File: config.mk
export PLATFORM = sky130hd
export DESIGN_NAME = gated_tick_timer16
export DESIGN_NICKNAME = d
export VERILOG_FILES = /design/src/rtl/gtmr_pkg.sv /design/src/rtl/bit_sync.sv /design/src/rtl/event_select.sv /design/src/rtl/event_prescaler.sv /design/src/rtl/byte_counter.sv /design/src/rtl/gated_tick_timer16.sv
export SDC_FILE = /design/constraint.sdc
export NUM_CORES = 1
export LEC_CHECK = 0
export BUFFER_PORTS_ARGS = -buffer_cell sky130_fd_sc_hd__buf_4
export CAP_MARGIN = 20
export CORE_ASPECT_RATIO = 0.6
export CORE_MARGIN = 2
export CORE_UTILIZATION = 60
export CTS_CLUSTER_DIAMETER = 150
export DETAILED_ROUTE_END_ITERATION = 10
export GPL_ROUTABILITY_DRIVEN = 1
export GPL_TIMING_DRIVEN = 0
export PLACE_DENSITY_LB_ADDON = 0.3
export SYNTH_ARGS = -nofsm -noshare
export SYNTH_HDL_FRONTEND = slang
export SYNTH_SLANG_ARGS = --single-unit
File: constraint.sdc
create_clock -name clk -period 3.2 [get_ports clk]
set_input_delay 0.16 -clock clk [delete_from_list [all_inputs] [get_ports clk]]
set_output_delay 0.16 -clock clk [all_outputs]
set_load 0.02 [all_outputs]
File: src/rtl/gtmr_pkg.sv
// Package: shared register selects and the control word layout for the
// gated 16-bit event timer. Assumes an 8-bit register bus with 2 address bits.
package gtmr_pkg;

    localparam int BUS_AW = 2;

    typedef enum logic [BUS_AW-1:0] {
        SEL_CNT_LO = 2'd0,
        SEL_CNT_HI = 2'd1,
        SEL_CTRL   = 2'd2,
        SEL_STAT   = 2'd3
    } reg_sel_e;

    // Control word, bit 6 down to bit 0.
    typedef struct packed {
        logic       irq_en;     // bit 6
        logic       gate_pol;   // bit 5
        logic       gate_mode;  // bit 4
        logic [1:0] psel;       // bits 3:2
        logic       src_ext;    // bit 1
        logic       run;        // bit 0
    } ctrl_t;

    localparam int CTRL_W = $bits(ctrl_t);

endpackage

File: src/rtl/bit_sync.sv
// Module: bit_sync
// Brings one asynchronous level into the clk domain through STAGES flops.
// Assumes STAGES >= 2 and that the input is held stable longer than a cycle.
module bit_sync #(
    parameter int STAGES = 2
) (
    input  logic clk,
    input  logic rst_n,
    input  logic async_i,
    output logic sync_o
);

    logic [STAGES-1:0] chain_q;

    // Shift the raw level through the synchronizer chain.
    always_ff @(posedge clk) begin
        if (!rst_n) chain_q <= '0;
        else        chain_q <= {chain_q[STAGES-2:0], async_i};
    end

    assign sync_o = chain_q[STAGES-1];

endmodule

File: src/rtl/event_select.sv
// Module: event_select
// Chooses the count event: the internal tick or a rising edge of the
// synchronized external clock. Then it applies run and gate qualification.
// Assumes ext_lvl_i and gate_lvl_i are already synchronous to clk.
module event_select (
    input  logic clk,
    input  logic rst_n,
    input  logic tick_en_i,
    input  logic ext_lvl_i,
    input  logic gate_lvl_i,
    input  logic run_i,
    input  logic src_ext_i,
    input  logic gate_mode_i,
    input  logic gate_pol_i,
    output logic event_o
);

    logic ext_prev_q;
    logic ext_rise;
    logic gate_ok;
    logic raw_evt;

    // Remember the last synchronized external level for edge detection.
    always_ff @(posedge clk) begin
        if (!rst_n) ext_prev_q <= 1'b0;
        else        ext_prev_q <= ext_lvl_i;
    end

    // Form the qualified event from the source, run and gate controls.
    always_comb begin
        ext_rise = ext_lvl_i & ~ext_prev_q;
        raw_evt  = src_ext_i ? ext_rise : tick_en_i;
        gate_ok  = ~gate_mode_i | (gate_lvl_i == gate_pol_i);
        event_o  = run_i & gate_ok & raw_evt;
    end

endmodule

File: src/rtl/event_prescaler.sv
// Module: event_prescaler
// Passes one of every 2^psel events. A clear input restarts the phase.
// Assumes clear_i and event_i may coincide; the clear wins.
module event_prescaler #(
    parameter int PS_W = 2
) (
    input  logic            clk,
    input  logic            rst_n,
    input  logic            clear_i,
    input  logic            event_i,
    input  logic [PS_W-1:0] psel_i,
    output logic            step_o
);

    localparam int PC_W = (1 << PS_W) - 1;

    logic [PC_W-1:0] phase_q;
    logic [PC_W-1:0] limit;
    logic            at_limit;

    // Terminal phase for the selected ratio.
    always_comb begin
        limit    = PC_W'((1 << psel_i) - 1);
        at_limit = (phase_q >= limit);
        step_o   = event_i & at_limit & ~clear_i;
    end

    // Advance or restart the phase counter.
    always_ff @(posedge clk) begin
        if (!rst_n)             phase_q <= '0;
        else if (clear_i)       phase_q <= '0;
        else if (event_i)       phase_q <= at_limit ? '0 : phase_q + 1'b1;
    end

endmodule

File: src/rtl/byte_counter.sv
// Module: byte_counter
// Up-counter made of NBYTES byte lanes. Each lane can be loaded on its own,
// and a load has priority over an increment. Flags the all-ones to zero wrap.
module byte_counter #(
    parameter int BYTE_W = 8,
    parameter int NBYTES = 2
) (
    input  logic                     clk,
    input  logic                     rst_n,
    input  logic [NBYTES-1:0]        load_i,
    input  logic [BYTE_W-1:0]        ldata_i,
    input  logic                     inc_i,
    output logic [NBYTES*BYTE_W-1:0] count_o,
    output logic                     wrap_o
);

    localparam int CW = NBYTES * BYTE_W;

    logic [CW-1:0] cnt_q;
    logic [CW-1:0] cnt_inc;
    logic          any_load;

    // Precompute the incremented value and the wrap condition.
    always_comb begin
        cnt_inc  = cnt_q + 1'b1;
        any_load = |load_i;
        wrap_o   = inc_i & ~any_load & (&cnt_q);
    end

    for (genvar b = 0; b < NBYTES; b++) begin : g_lane
        // Each lane takes a load, else the incremented slice.
        always_ff @(posedge clk) begin
            if (!rst_n)
                cnt_q[b*BYTE_W +: BYTE_W] <= '0;
            else if (load_i[b])
                cnt_q[b*BYTE_W +: BYTE_W] <= ldata_i;
            else if (inc_i && !any_load)
                cnt_q[b*BYTE_W +: BYTE_W] <= cnt_inc[b*BYTE_W +: BYTE_W];
        end
    end

    assign count_o = cnt_q;

endmodule

File: src/rtl/gated_tick_timer16.sv
// Module: gated_tick_timer16
// Top: 16-bit gated event timer with register bus, prescaler, sticky
// overflow flag and interrupt output. Assumes one register access per cycle
// and reads that have no side effects.
module gated_tick_timer16
    import gtmr_pkg::*;
#(
    parameter int BYTE_W    = 8,
    parameter int PS_W      = 2,
    parameter int SYNC_DEPTH = 2
) (
    input  logic                clk,
    input  logic                rst_n,
    input  logic                tick_en_i,
    input  logic                ext_clk_i,
    input  logic                gate_i,
    input  logic [BUS_AW-1:0]   bus_addr_i,
    input  logic                bus_wr_i,
    input  logic [BYTE_W-1:0]   bus_wdata_i,
    output logic [BYTE_W-1:0]   bus_rdata_o,
    output logic                irq_o
);

    localparam int NBYTES = 2;
    localparam int CW     = NBYTES * BYTE_W;

    ctrl_t           ctrl_q;
    logic            ovf_flag_q;
    logic [CW-1:0]   count_q;
    logic [NBYTES-1:0] cnt_load;
    logic            cnt_wr;
    logic            ctrl_wr;
    logic            clr_req;
    logic            ext_lvl;
    logic            gate_lvl;
    logic            qual_evt;
    logic            step;
    logic            wrap;
    reg_sel_e        sel;

    // Decode bus writes into per-register strobes.
    always_comb begin
        sel         = reg_sel_e'(bus_addr_i);
        cnt_load[0] = bus_wr_i && (sel == SEL_CNT_LO);
        cnt_load[1] = bus_wr_i && (sel == SEL_CNT_HI);
        cnt_wr      = |cnt_load;
        ctrl_wr     = bus_wr_i && (sel == SEL_CTRL);
        clr_req     = bus_wr_i && (sel == SEL_STAT) && bus_wdata_i[0];
    end

    bit_sync #(.STAGES(SYNC_DEPTH)) i_ext_sync (
        .clk(clk), .rst_n(rst_n), .async_i(ext_clk_i), .sync_o(ext_lvl)
    );

    bit_sync #(.STAGES(SYNC_DEPTH)) i_gate_sync (
        .clk(clk), .rst_n(rst_n), .async_i(gate_i), .sync_o(gate_lvl)
    );

    event_select i_evt (
        .clk        (clk),
        .rst_n      (rst_n),
        .tick_en_i  (tick_en_i),
        .ext_lvl_i  (ext_lvl),
        .gate_lvl_i (gate_lvl),
        .run_i      (ctrl_q.run),
        .src_ext_i  (ctrl_q.src_ext),
        .gate_mode_i(ctrl_q.gate_mode),
        .gate_pol_i (ctrl_q.gate_pol),
        .event_o    (qual_evt)
    );

    event_prescaler #(.PS_W(PS_W)) i_presc (
        .clk    (clk),
        .rst_n  (rst_n),
        .clear_i(cnt_wr),
        .event_i(qual_evt),
        .psel_i (ctrl_q.psel),
        .step_o (step)
    );

    byte_counter #(.BYTE_W(BYTE_W), .NBYTES(NBYTES)) i_cnt (
        .clk    (clk),
        .rst_n  (rst_n),
        .load_i (cnt_load),
        .ldata_i(bus_wdata_i),
        .inc_i  (step),
        .count_o(count_q),
        .wrap_o (wrap)
    );

    // Control register: loaded from the low bits of the write data.
    always_ff @(posedge clk) begin
        if (!rst_n)       ctrl_q <= '0;
        else if (ctrl_wr) ctrl_q <= ctrl_t'(bus_wdata_i[CTRL_W-1:0]);
    end

    // Sticky overflow flag: a wrap sets it, and a set wins over a clear.
    always_ff @(posedge clk) begin
        if (!rst_n)       ovf_flag_q <= 1'b0;
        else if (wrap)    ovf_flag_q <= 1'b1;
        else if (clr_req) ovf_flag_q <= 1'b0;
    end

    // Read-data multiplexer.
    always_comb begin
        bus_rdata_o = '0;
        case (sel)
            SEL_CNT_LO: bus_rdata_o = count_q[BYTE_W-1:0];
            SEL_CNT_HI: bus_rdata_o = count_q[CW-1:BYTE_W];
            SEL_CTRL:   bus_rdata_o[CTRL_W-1:0] = ctrl_q;
            SEL_STAT:   bus_rdata_o[0] = ovf_flag_q;
            default:    bus_rdata_o = '0;
        endcase
    end

    assign irq_o = ovf_flag_q & ctrl_q.irq_en;

endmodule

==> results of run 1 <==
## path summary, 6_finish.rpt
path | startpoint | end | depth (start not counted)
setup / recovery | ctrl_q[3] | i_cnt.count_o[15] | 7
hold / removal | gate_i | i_gate_sync.chain_q[0] | 2
setup reg to reg | ctrl_q[3] | i_cnt.count_o[15] | 7
hold reg to reg | i_gate_sync.chain_q[0] | i_gate_sync.chain_q[1] | 1
## registers in the layout, indices dropped and copies added, names as in the netlist
register / count
i_presc.phase_q: 3
i_ext_sync.chain_q: 2
ctrl_q: 7
i_cnt.count_o: 16
ovf_flag_q: 1
i_gate_sync.chain_q: 2
i_evt.ext_prev_q: 1
## logic make-up after synthesis
kind of cell,count (synthesis),synth area share (%)
AOI/OAI and AO/OA,54,19.2
xor gates and xnor gates,4,2.00
adders and majority gates,5,3.57
buffers and inverters,16,3.64
DFF,32,36.5
muxes,10,6.42
and+or+nand+nor,98,28.7
## layout by cell type (no fill, tap or decap), types with 2 or more instances in the layout
cell,instances
a21oi_1,16
a22oi_1,3
a31oi_1,9
and2_1,7
and3_1,2
and4_1,2
buf_4,25
clkbuf_1,8
clkbuf_8,6
clkinv_2,2
dfxtp_1,32
ha_1,5
inv_1,6
mux2i_1,9
nand2_1,37
nand2b_1,5
nand3_1,15
nand4_1,5
nor2_1,7
nor2b_1,4
o211ai_1,9
o21ai_0,10
o22ai_1,2
or2_2,2
or3_1,10
xor2_1,3
## cell type report
class	instances	area (um^2)
fillers	241	754
clock buffers	6	82.6
inverters	6	22.5
multi-input cells	171	1050
clock inverters	2	10.0
flip-flops and latches	32	641
plain buffers	10	41.3
repair buffers	24	180
well taps	42	52.6
## power breakdown
part	internal (mW)	leakage [nW]	switching, mW
Combinational	0.0410	0.452	0.0570
Sequential	0.412	0.261	0.0138
Clock	0.171	0.0510	0.144
## worst max-delay path: stages, from the launching register on
cell and delay [ps]:
dfxtp_1 340, or2_2 310, ha_1 280, nor2b_1 60
o21ai_2 330, nand4_1 360, or3_1 450, a31oi_1 160
## per-stage QoR
stage	std cells	power, mW	area [um^2]
2_1_floorplan	219	0.486	1750
6_report	293	0.838	2080
4_1_cts	293	0.840	2080
5_1_grt	293	0.872	2080
3_3_place_gp	285	0.527	1990
3_5_place_dp	285	0.529	1990
## per-layer routing
layer / part of all wire, % / routed length [um]
met1: 43 / 2070
met2: 44 / 2070
met3: 12 / 566
met4: 1.1 / 51
met5: 0 / 0
==> flow_summary_export.csv, run 1 <==
group,metric,value,unit
yosys,synth_top_area_share,36.5,%
die,die_h,45.9,um
global_routing,grt_pass1_wl,7630,um
place,gp_congestion,0.858,
worst_setup_path,end_kind,"register",
place,port_buffers,24,
timing,slew_headroom,56.3,%
global_routing,top_usage_layer,"met2",
yosys,syn_area,1750,um^2
yosys,ys_types,34,
worst_setup_path,cp.required,3410,ps
routing,first_pass_iters,5,
global_routing,grt_pass1_vias,1566,
timing,grt_setup_unrepaired,"false",
routing,drtIter0Drc,200,
place,dp_slack,880,ps
die,row_count,15,
yosys,avgSynthCellArea,8.01,um^2
yosys,yosysSeqAreaShare,36.5,%
hold_path,worstHoldPathType,"primary input to register",
power,p_per_area,403,nW/um^2
timing,skew,8.90,ps
clock_tree,cts.hold.buffers_added,0,
power,max-vdd-ir-drop,0.000287,V
timing,tightest_slew,655,ps
timing,slew_violations,0,
global_routing,use_met1,43.8,%
finish,fin_nets,271,
timing,fin_hold_ws,94.8,ps
worst_setup_path,r2r_slack,850,ps
yosys,syn_inst,219,
clock_tree,clock-root-buffer,"clkbuf_8",
timing,hold_violations,0,
yosys,synth_top_area_cell,"dfxtp_1",
finish,syn_to_final_growth,18.5,%
yosys,yosysWarnings,0,
finish,antenna_cells,0,
clock_tree,cts_setup_buffers,0,
clock_tree,cts_sinks,32,
routing,drc_errors,0,
clock_tree,clkTransAtPathRegs,60,ps
die,dieArea,3390,um^2
routing,vias_per_cell,6.20,
clock_tree,cts_tree,"built",
worst_setup_path,cp_max_fo,8,
routing,routed_wl,4760,um
worst_setup_path,start_kind,"register",
die,start_util,61.9,%
yosys,ys.flop_type,"dfxtp_1",
die,io_pins,25,
global_routing,grt_start_max_net_pins,11,
power,leakage,0.764,nW
routing,post_drt_wl_per_cell,16.3,um
global_routing,track_usage,30.9,%
place,hpwl,3500,um
timing,max_freq,0.425,GHz
timing,fin_ws,847,ps
yosys,synthTopCellsByCount,"nand2_1, dfxtp_1, a21oi_1",
yosys,ys_ff_latch,32,
die,core,2830,um^2
routing,drtAntennaViolNets,0,
clock_tree,post_cts_resized,0,
clock_tree,clock_latency,280,ps
clock_tree,htreeDepth,2,
global_routing,met3_usage,7.08,%
die,die_w,73.8,um
routing,vias,1818,
clock_tree,cts_buffers,5,
timing,setup_viol,0,
global_routing,use_met2,46.8,%
yosys,synthesis.nets,240,
global_routing,grt_overflow,0,
worst_setup_path,arrival,2560,ps
job,drv_cap,0,
worst_setup_path,critPathKind,"register to register",
global_routing,grt_antenna_before_repair,0,
finish,drive_above_1_share,15.5,%
yosys,synth_edf_count,0,
clock_tree,clk_path_buf_depth,2,
status,status,"finished, final reports clean",
timing,period_needed,2350,ps
timing,min_period_over_period,73.5,%
yosys,async_flop_share,0,%
yosys,synth.area.top_cells,"dfxtp_1, nand2_1, mux2i_1",
timing,setup_tns,0,ps
finish,final_util,73.4,%
yosys,yosysMostFrequentCell,"nand2_1",
No activity file was read; power rests on OpenSTA's default activity.
==> run 2: changes to the inputs <==
--- a/config.mk
+++ b/config.mk
@@ -5,11 +5,12 @@
 export SDC_FILE = /design/constraint.sdc
 export NUM_CORES = 1
 export LEC_CHECK = 0
+export ABC_AREA = 1
 export BUFFER_PORTS_ARGS = -buffer_cell sky130_fd_sc_hd__buf_4
 export CAP_MARGIN = 20
 export CORE_ASPECT_RATIO = 0.6
 export CORE_MARGIN = 2
-export CORE_UTILIZATION = 60
+export CORE_UTILIZATION = 58
 export CTS_CLUSTER_DIAMETER = 150
 export DETAILED_ROUTE_END_ITERATION = 10
 export GPL_ROUTABILITY_DRIVEN = 1
==> constraint.sdc (replaced) <==
create_clock -name clk -period 2.2 [get_ports clk]
set_input_delay 0.11 -clock clk [delete_from_list [all_inputs] [get_ports clk]]
set_output_delay 0.11 -clock clk [all_outputs]
set_load 0.02 [all_outputs]
==> run 2 against run 1 <==
Compared with the run above:
- cell count is 37% higher
- synthesized cell count grew 48%
- setup slack worse by 390 ps
- die area increased by 18%
- critical path depth grew 2
- global-route usage increased by 1.2 points
- flip-flop and latch count unchanged
- via count up 24%
- maximum frequency rose by 35%
- clock skew down 4.7 ps
- routed wire length rose by 22%
- sequential share of layout area decreased by 3.9 points
- critical path type unchanged
- largest cell class unchanged
- largest power group is now the clock network
- highest routed layer unchanged
==> flow_summary_export.csv, run 2 <==
group,metric,value,unit
yosys,synth_top_area_share,31.7,%
routing,routed_wl,5810,um
die,die_h,49.7,um
worst_setup_path,ff2ff_path_depth,9,
worst_setup_path,r2r_end,"i_cnt.count_o[12]",
yosys,yosysMostFrequentCell,"nand2_1",
global_routing,grt_pass1_wl,9630,um
finish,final_cell_count_no_fill,402,
die,io_pins,25,
worst_setup_path,crit_path_end,"i_cnt.count_o[12]",
place,port_buffers,23,
yosys,synthesis.nets,346,
global_routing,grt_start_max_net_pins,11,
timing,slew_headroom,64.9,%
timing,setup_viol,0,
worst_setup_path,r2r_start,"ctrl_q[3]",
worst_setup_path,start_kind,"register",
worst_setup_path,cp_max_fo,10,
finish,mostFrequentLayoutCells,"nand2_1, inv_1, nor2_1, nand3_1, dfxtp_1",
routing,first_pass_iters,5,
clock_tree,htreeDepth,2,
yosys,synth_edf_count,0,
finish,fin_nets,377,
worst_setup_path,arrival,1900,ps
finish,drive_above_1_share,12.3,%
place,place_inst,393,
power,leakage,1.07,nW
worst_setup_path,r2r_slack,460,ps
timing,slew_violations,0,
yosys,yosysWarnings,0,
timing,setup_tns,0,ps
yosys,async_flop_share,0,%
timing,hold_violations,0,
die,row_count,16,
timing,grt_setup_unrepaired,"false",
routing,drc_errors,0,
place,place_area,2250,um^2
yosys,ys_ff_latch,32,
worst_setup_path,cp.required,2360,ps
yosys,syn_inst,325,
yosys,ys_types,26,
finish,largest_reg_flops,16,
global_routing,grt_pass1_vias,1970,
routing,vias_per_cell,5.61,
clock_tree,cts_buffers,5,
timing,period_needed,1740,ps
die,start_util,61.5,%
routing,post_drt_wl_per_cell,14.5,um
die,die_w,80.2,um
finish,antenna_cells,0,
global_routing,track_usage,32.2,%
yosys,synth.area.top_cells,"dfxtp_1, nand2_1, nand3_1",
yosys,avgSynthCellArea,6.21,um^2
clock_tree,cts_tree,"built",
yosys,yosysSeqAreaShare,31.7,%
die,core,3280,um^2
clock_tree,clk_path_buf_depth,2,
yosys,syn_area,2020,um^2
clock_tree,clock_latency,290,ps
global_routing,grt_antenna_before_repair,0,
place,gp_congestion,1.03,
yosys,ys.flop_type,"dfxtp_1",
timing,min_period_over_period,79.1,%
place,hpwl,4460,um
die,dieArea,3990,um^2
clock_tree,clkTransAtPathRegs,70,ps
timing,skew,4.18,ps
status,status,"finished, final reports clean",
finish,design_area,2380,um^2
timing,fin_hold_ws,2.32,ps
routing,vias,2255,
worst_setup_path,startpoint,"ctrl_q[3]",
power,max-vdd-ir-drop,0.000478,V
worst_setup_path,end_kind,"register",
finish,syn_to_final_growth,18.1,%
hold_path,worstHoldPathType,"primary input to register",
timing,max_freq,0.574,GHz
global_routing,grt_overflow,0,
clock_tree,clock-root-buffer,"clkbuf_8",
routing,drtAntennaViolNets,0,
job,drv_cap,0,
clock_tree,post_cts_resized,0,
worst_setup_path,critPathKind,"register to register",
timing,tightest_slew,526,ps
routing,drtIter0Drc,283,
yosys,synth_top_area_cell,"dfxtp_1",
power,p_per_area,600,nW/um^2
finish,final_common_cell,"nand2_1",
clock_tree,cts_sinks,32,
yosys,synthTopCellsByCount,"nand2_1, inv_1, nand3_1, nor2_1, dfxtp_1",
-- run 2: cell families (layout without fill, tap and decap cells) --
kind of cell	Yosys count	count (layout)	share of synthesized area, %
xor gates and xnor gates	3	3	1.30
adders and majority gates	5	5	3.10
DFF	32	32	31.7
and+or+nand+nor	188	188	41.0
buffers and inverters	54	86	10.9
AOI/OAI and AO/OA	43	43	12.0
-- run 2: report_power, final --
group	switching, mW	internal [mW]
sequential	0.0191	0.600
combinational	0.116	0.0669
clock	0.230	0.400
-- run 2: routing by layer --
layer  part of all wire [%]  vias up  track usage, %
met3                     12       13            8.79
li1                       -     1104               -
met1                     47      995            48.6
met2                     39      143            44.6
met5                      0        -               0
met4                    1.6        0            8.76
-- run 2: worst min path at each step --
stage | from | to | slack, ps | cells past startpoint
5_1_grt | gate_i | i_gate_sync.chain_q[0] | 20 | 3
6_report | gate_i | i_gate_sync.chain_q[0] | 2 | 3
3_5_place_dp | ext_clk_i | i_ext_sync.chain_q[0] | 300 | 3
3_3_place_gp | gate_i | i_gate_sync.chain_q[0] | 290 | 3
4_1_cts | gate_i | i_gate_sync.chain_q[0] | 5 | 3
2_1_floorplan | ext_clk_i | i_ext_sync.chain_q[0] | 210 | 2
-- run 2: final cells by class --
cell class / instances / area, um^2
tap: 45 / 56.3
clock inverter: 1 / 30.0
sequential: 32 / 641
inverter: 46 / 173
clock buffer: 7 / 96.3
fill: 274 / 898
multi-input combinational: 239 / 1160
timing repair buffer: 24 / 183
buffer: 8 / 47.5
-- run 2: critical path, stage by stage, from the launching register on --
cell and delay, ps:
dfxtp_1 330, nand2_1 80, ha_1 340, a21oi_1 160
nand3_1 160, nand3_4 170, buf_6 170, nor2_1 50
nor2_1 80, a21oi_1 60
-- run 2: repair_timing --
item                                    CTS  global route
buffers inserted                          0             0
endpoints found under the setup margin    0             0
endpoints found under the hold margin     1             0
hold buffers                              1             0
-- run 2: stage by stage --
stage | setup WS, ps | util [%] | total power [mW]
3_3_place_gp | 545 | 68.5 | 0.802
5_1_grt | 339 | 72.6 | 1.49
4_1_cts | 494 | 72.6 | 1.43
6_report | 459 | 72.6 | 1.43
3_5_place_dp | 510 | 68.5 | 0.807
2_1_floorplan | 715 | - | 0.735
==> run 3: changes to the inputs <==
--- a/config.mk
+++ b/config.mk
@@ -5,12 +5,12 @@
 export SDC_FILE = /design/constraint.sdc
 export NUM_CORES = 1
 export LEC_CHECK = 0
-export ABC_AREA = 1
+export ABC_AREA = 0
 export BUFFER_PORTS_ARGS = -buffer_cell sky130_fd_sc_hd__buf_4
 export CAP_MARGIN = 20
 export CORE_ASPECT_RATIO = 0.6
 export CORE_MARGIN = 2
-export CORE_UTILIZATION = 58
+export CORE_UTILIZATION = 51
 export CTS_CLUSTER_DIAMETER = 150
 export DETAILED_ROUTE_END_ITERATION = 10
 export GPL_ROUTABILITY_DRIVEN = 1
==> constraint.sdc (replaced) <==
create_clock -name clk -period 1.4 [get_ports clk]
set_input_delay 0.07 -clock clk [delete_from_list [all_inputs] [get_ports clk]]
set_output_delay 0.07 -clock clk [all_outputs]
set_load 0.02 [all_outputs]
==> run 3 against run 2 <==
Compared with the run above:
- the run now ends with negative setup slack left
- die area shrank 1.1%
- cell count down 23%
- utilization increased by 0.25 points
- maximum frequency shrank 14%
- design area down 0.26%
- flip-flop and latch count unchanged
- combinational power increased by 50%
- largest power group is now registers
==> flow_summary_export.csv, run 3 (synthesis gave the netlist of run 1 again) <==
group,metric,value,unit
global_routing,track_usage,28.0,%
die,row_count,16,
clock_tree,cts_buffers,5,
worst_setup_path,crit_path_end,"i_cnt.count_o[7]",
status,status,"finished, violations left",
clock_tree,clk_path_buf_depth,2,
worst_setup_path,crit_family,"simple AND/OR/NAND/NOR gates",
timing,grt_setup_unrepaired,"true",
routing,drtIter0Drc,140,
finish,syn_to_final_growth,35.6,%
die,dieArea,3940,um^2
finish,final_common_cell,"nand2_1",
worst_setup_path,path_cells,"or2_4, ha_4, nor2b_4, o21ai_4, buf_4, nand3_4, or3_1, a31oi_1",
timing,fin_ws,-622,ps
clock_tree,htreeDepth,2,
place,gp_congestion,0.929,
worst_setup_path,end_kind,"register",
worst_setup_path,r2r_end,"i_cnt.count_o[7]",
status,violations,"negative setup slack",
timing,slew_violations,0,
worst_setup_path,ff2ff_path_depth,8,
timing,min_period_over_period,144,%
place,place_area,2020,um^2
global_routing,grt_overflow,0,
finish,mostFrequentLayoutCells,"nand2_1, buf_4, dfxtp_1",
global_routing,met3_usage,8.52,%
timing,period_needed,2020,ps
global_routing,use_met2,38.9,%
timing,hold_violations,0,
die,die_h,49.4,um
global_routing,top_usage_layer,"met1",
timing,skew,5.63,ps
timing,tightest_slew,607,ps
finish,fin_nets,284,
hold_path,worstHoldPathType,"primary input to register",
finish,largest_reg_flops,16,
power,max-vdd-ir-drop,0.000514,V
routing,routed_wl,5740,um
global_routing,grt_pass1_wl,8260,um
clock_tree,cts_sinks,32,
worst_setup_path,cpPeakStageDelay,380,ps
routing,first_pass_iters,6,
routing,vias_per_cell,6.08,
worst_setup_path,r2r_slack,-620,ps
finish,drive_above_1_share,28.8,%
clock_tree,clkTransAtPathRegs,60,ps
clock_tree,clock_latency,280,ps
timing,fin_hold_ws,65.2,ps
global_routing,grt_pass1_vias,1645,
timing,setup_viol,20,
timing,max_freq,0.495,GHz
routing,drtAntennaViolNets,0,
worst_setup_path,startpoint,"ctrl_q[3]",
timing,slew_headroom,59.5,%
routing,vias,1878,
die,die_w,79.7,um
clock_tree,clock-root-buffer,"clkbuf_8",
worst_setup_path,worst-path-stages,8,
finish,antenna_cells,0,
place,hpwl,3600,um
worst_setup_path,cp.buffers_inverters,1,
worst_setup_path,cp.required,1610,ps
worst_setup_path,critPathKind,"register to register",
power,p_per_area,831,nW/um^2
power,p_total,1.98,mW
power,leakage,0.858,nW
place,dp_slack,-741,ps
routing,drc_errors,0,
place,port_buffers,24,
worst_setup_path,r2r_start,"ctrl_q[3]",
global_routing,grt_start_max_net_pins,13,
job,drv_cap,0,
global_routing,grt_antenna_before_repair,0,
timing,setup_tns,-9670,ps
finish,design_area,2380,um^2
clock_tree,cts_tree,"built",
worst_setup_path,start_kind,"register",
finish,fill_cells,251,
die,io_pins,25,
die,core,3260,um^2
worst_setup_path,slowest_stage,"or3_1",
routing,post_drt_wl_per_cell,18.6,um
worst_setup_path,arrival,2230,ps
die,start_util,53.8,%
global_routing,use_met1,40.9,%
worst_setup_path,cp_max_fo,7,
-- run 3: cell types whose count changed in the layout (fill, tap and decap cells not counted), sizes merged, moves of 10 or more --
cell	previous run	this run
buf	27	37
inv	46	6
nand2	102	37
nand3	37	16
nor2	39	7
or3	0	10
-- run 3: where the power goes --
| group | switching (mW) | leakage [nW] | internal [mW] |
|---|---|---|---|
| registers | 0.0331 | 0.263 | 0.939 |
| logic | 0.153 | 0.544 | 0.122 |
| clock network | 0.337 | 0.0510 | 0.392 |
| total | 0.523 | 0.858 | 1.45 |
-- run 3: area by class of cell --
cell class              instances  area [um^2]  share of cell area, %
plain buffers                   9         43.8                   1.84
clock buffers                   6         82.6                   3.47
clock inverters                 2         10.0                  0.421
inverters                       6         22.5                  0.947
multi-input cells             171         1190                   50.1
flip-flops and latches         32          652                   27.4
well taps                      45         56.3                   2.37
repair buffers                 38          320                   13.5
-- run 3: worst min-delay path by stage --
| stage | end | cells after the start | startpoint | slack (ps) |
|---|---|---|---|---|
| final | i_cnt.count_o[7] | 3 | bus_wdata_i[7] | 70 |
| after global routing | i_cnt.count_o[7] | 3 | bus_wdata_i[7] | 90 |
| after CTS | i_cnt.count_o[7] | 3 | bus_wdata_i[7] | 60 |
| after detailed placement | i_gate_sync.chain_q[0] | 2 | gate_i | 280 |
| after global placement | i_ext_sync.chain_q[0] | 2 | ext_clk_i | 280 |
| after floorplan | i_ext_sync.chain_q[0] | 1 | ext_clk_i | 200 |
-- run 3: repair_timing --
item	CTS	global route
pin swaps	12	16
hold buffers	2	0
gates resized for setup	10	25
setup endpoints to repair	26	23
buffers inserted	8	4
endpoints found under the hold margin	2	0
-- run 3: per-stage QoR --
stage          cells  utilization (%)
2_1_floorplan    219                -
3_3_place_gp     288             62.0
3_5_place_dp     288             62.0
4_1_cts          305             68.2
5_1_grt          309             72.9
6_report         309             72.9
-- run 3: layer usage --
layer | routed length [um] | vias to the layer above
met5 | 0 | -
li1 | - | 881
met1 | 2540 | 860
met2 | 2390 | 120
met3 | 692 | 17
met4 | 115 | 0
-- run 3: worst reg2reg max path: stages, from the launching register on --
cell	delay (ps)
dfxtp_4	360
or2_4	240
ha_4	280
nor2b_4	50
o21ai_4	210
buf_4	170
nand3_4	120
or3_1	390
a31oi_1	160
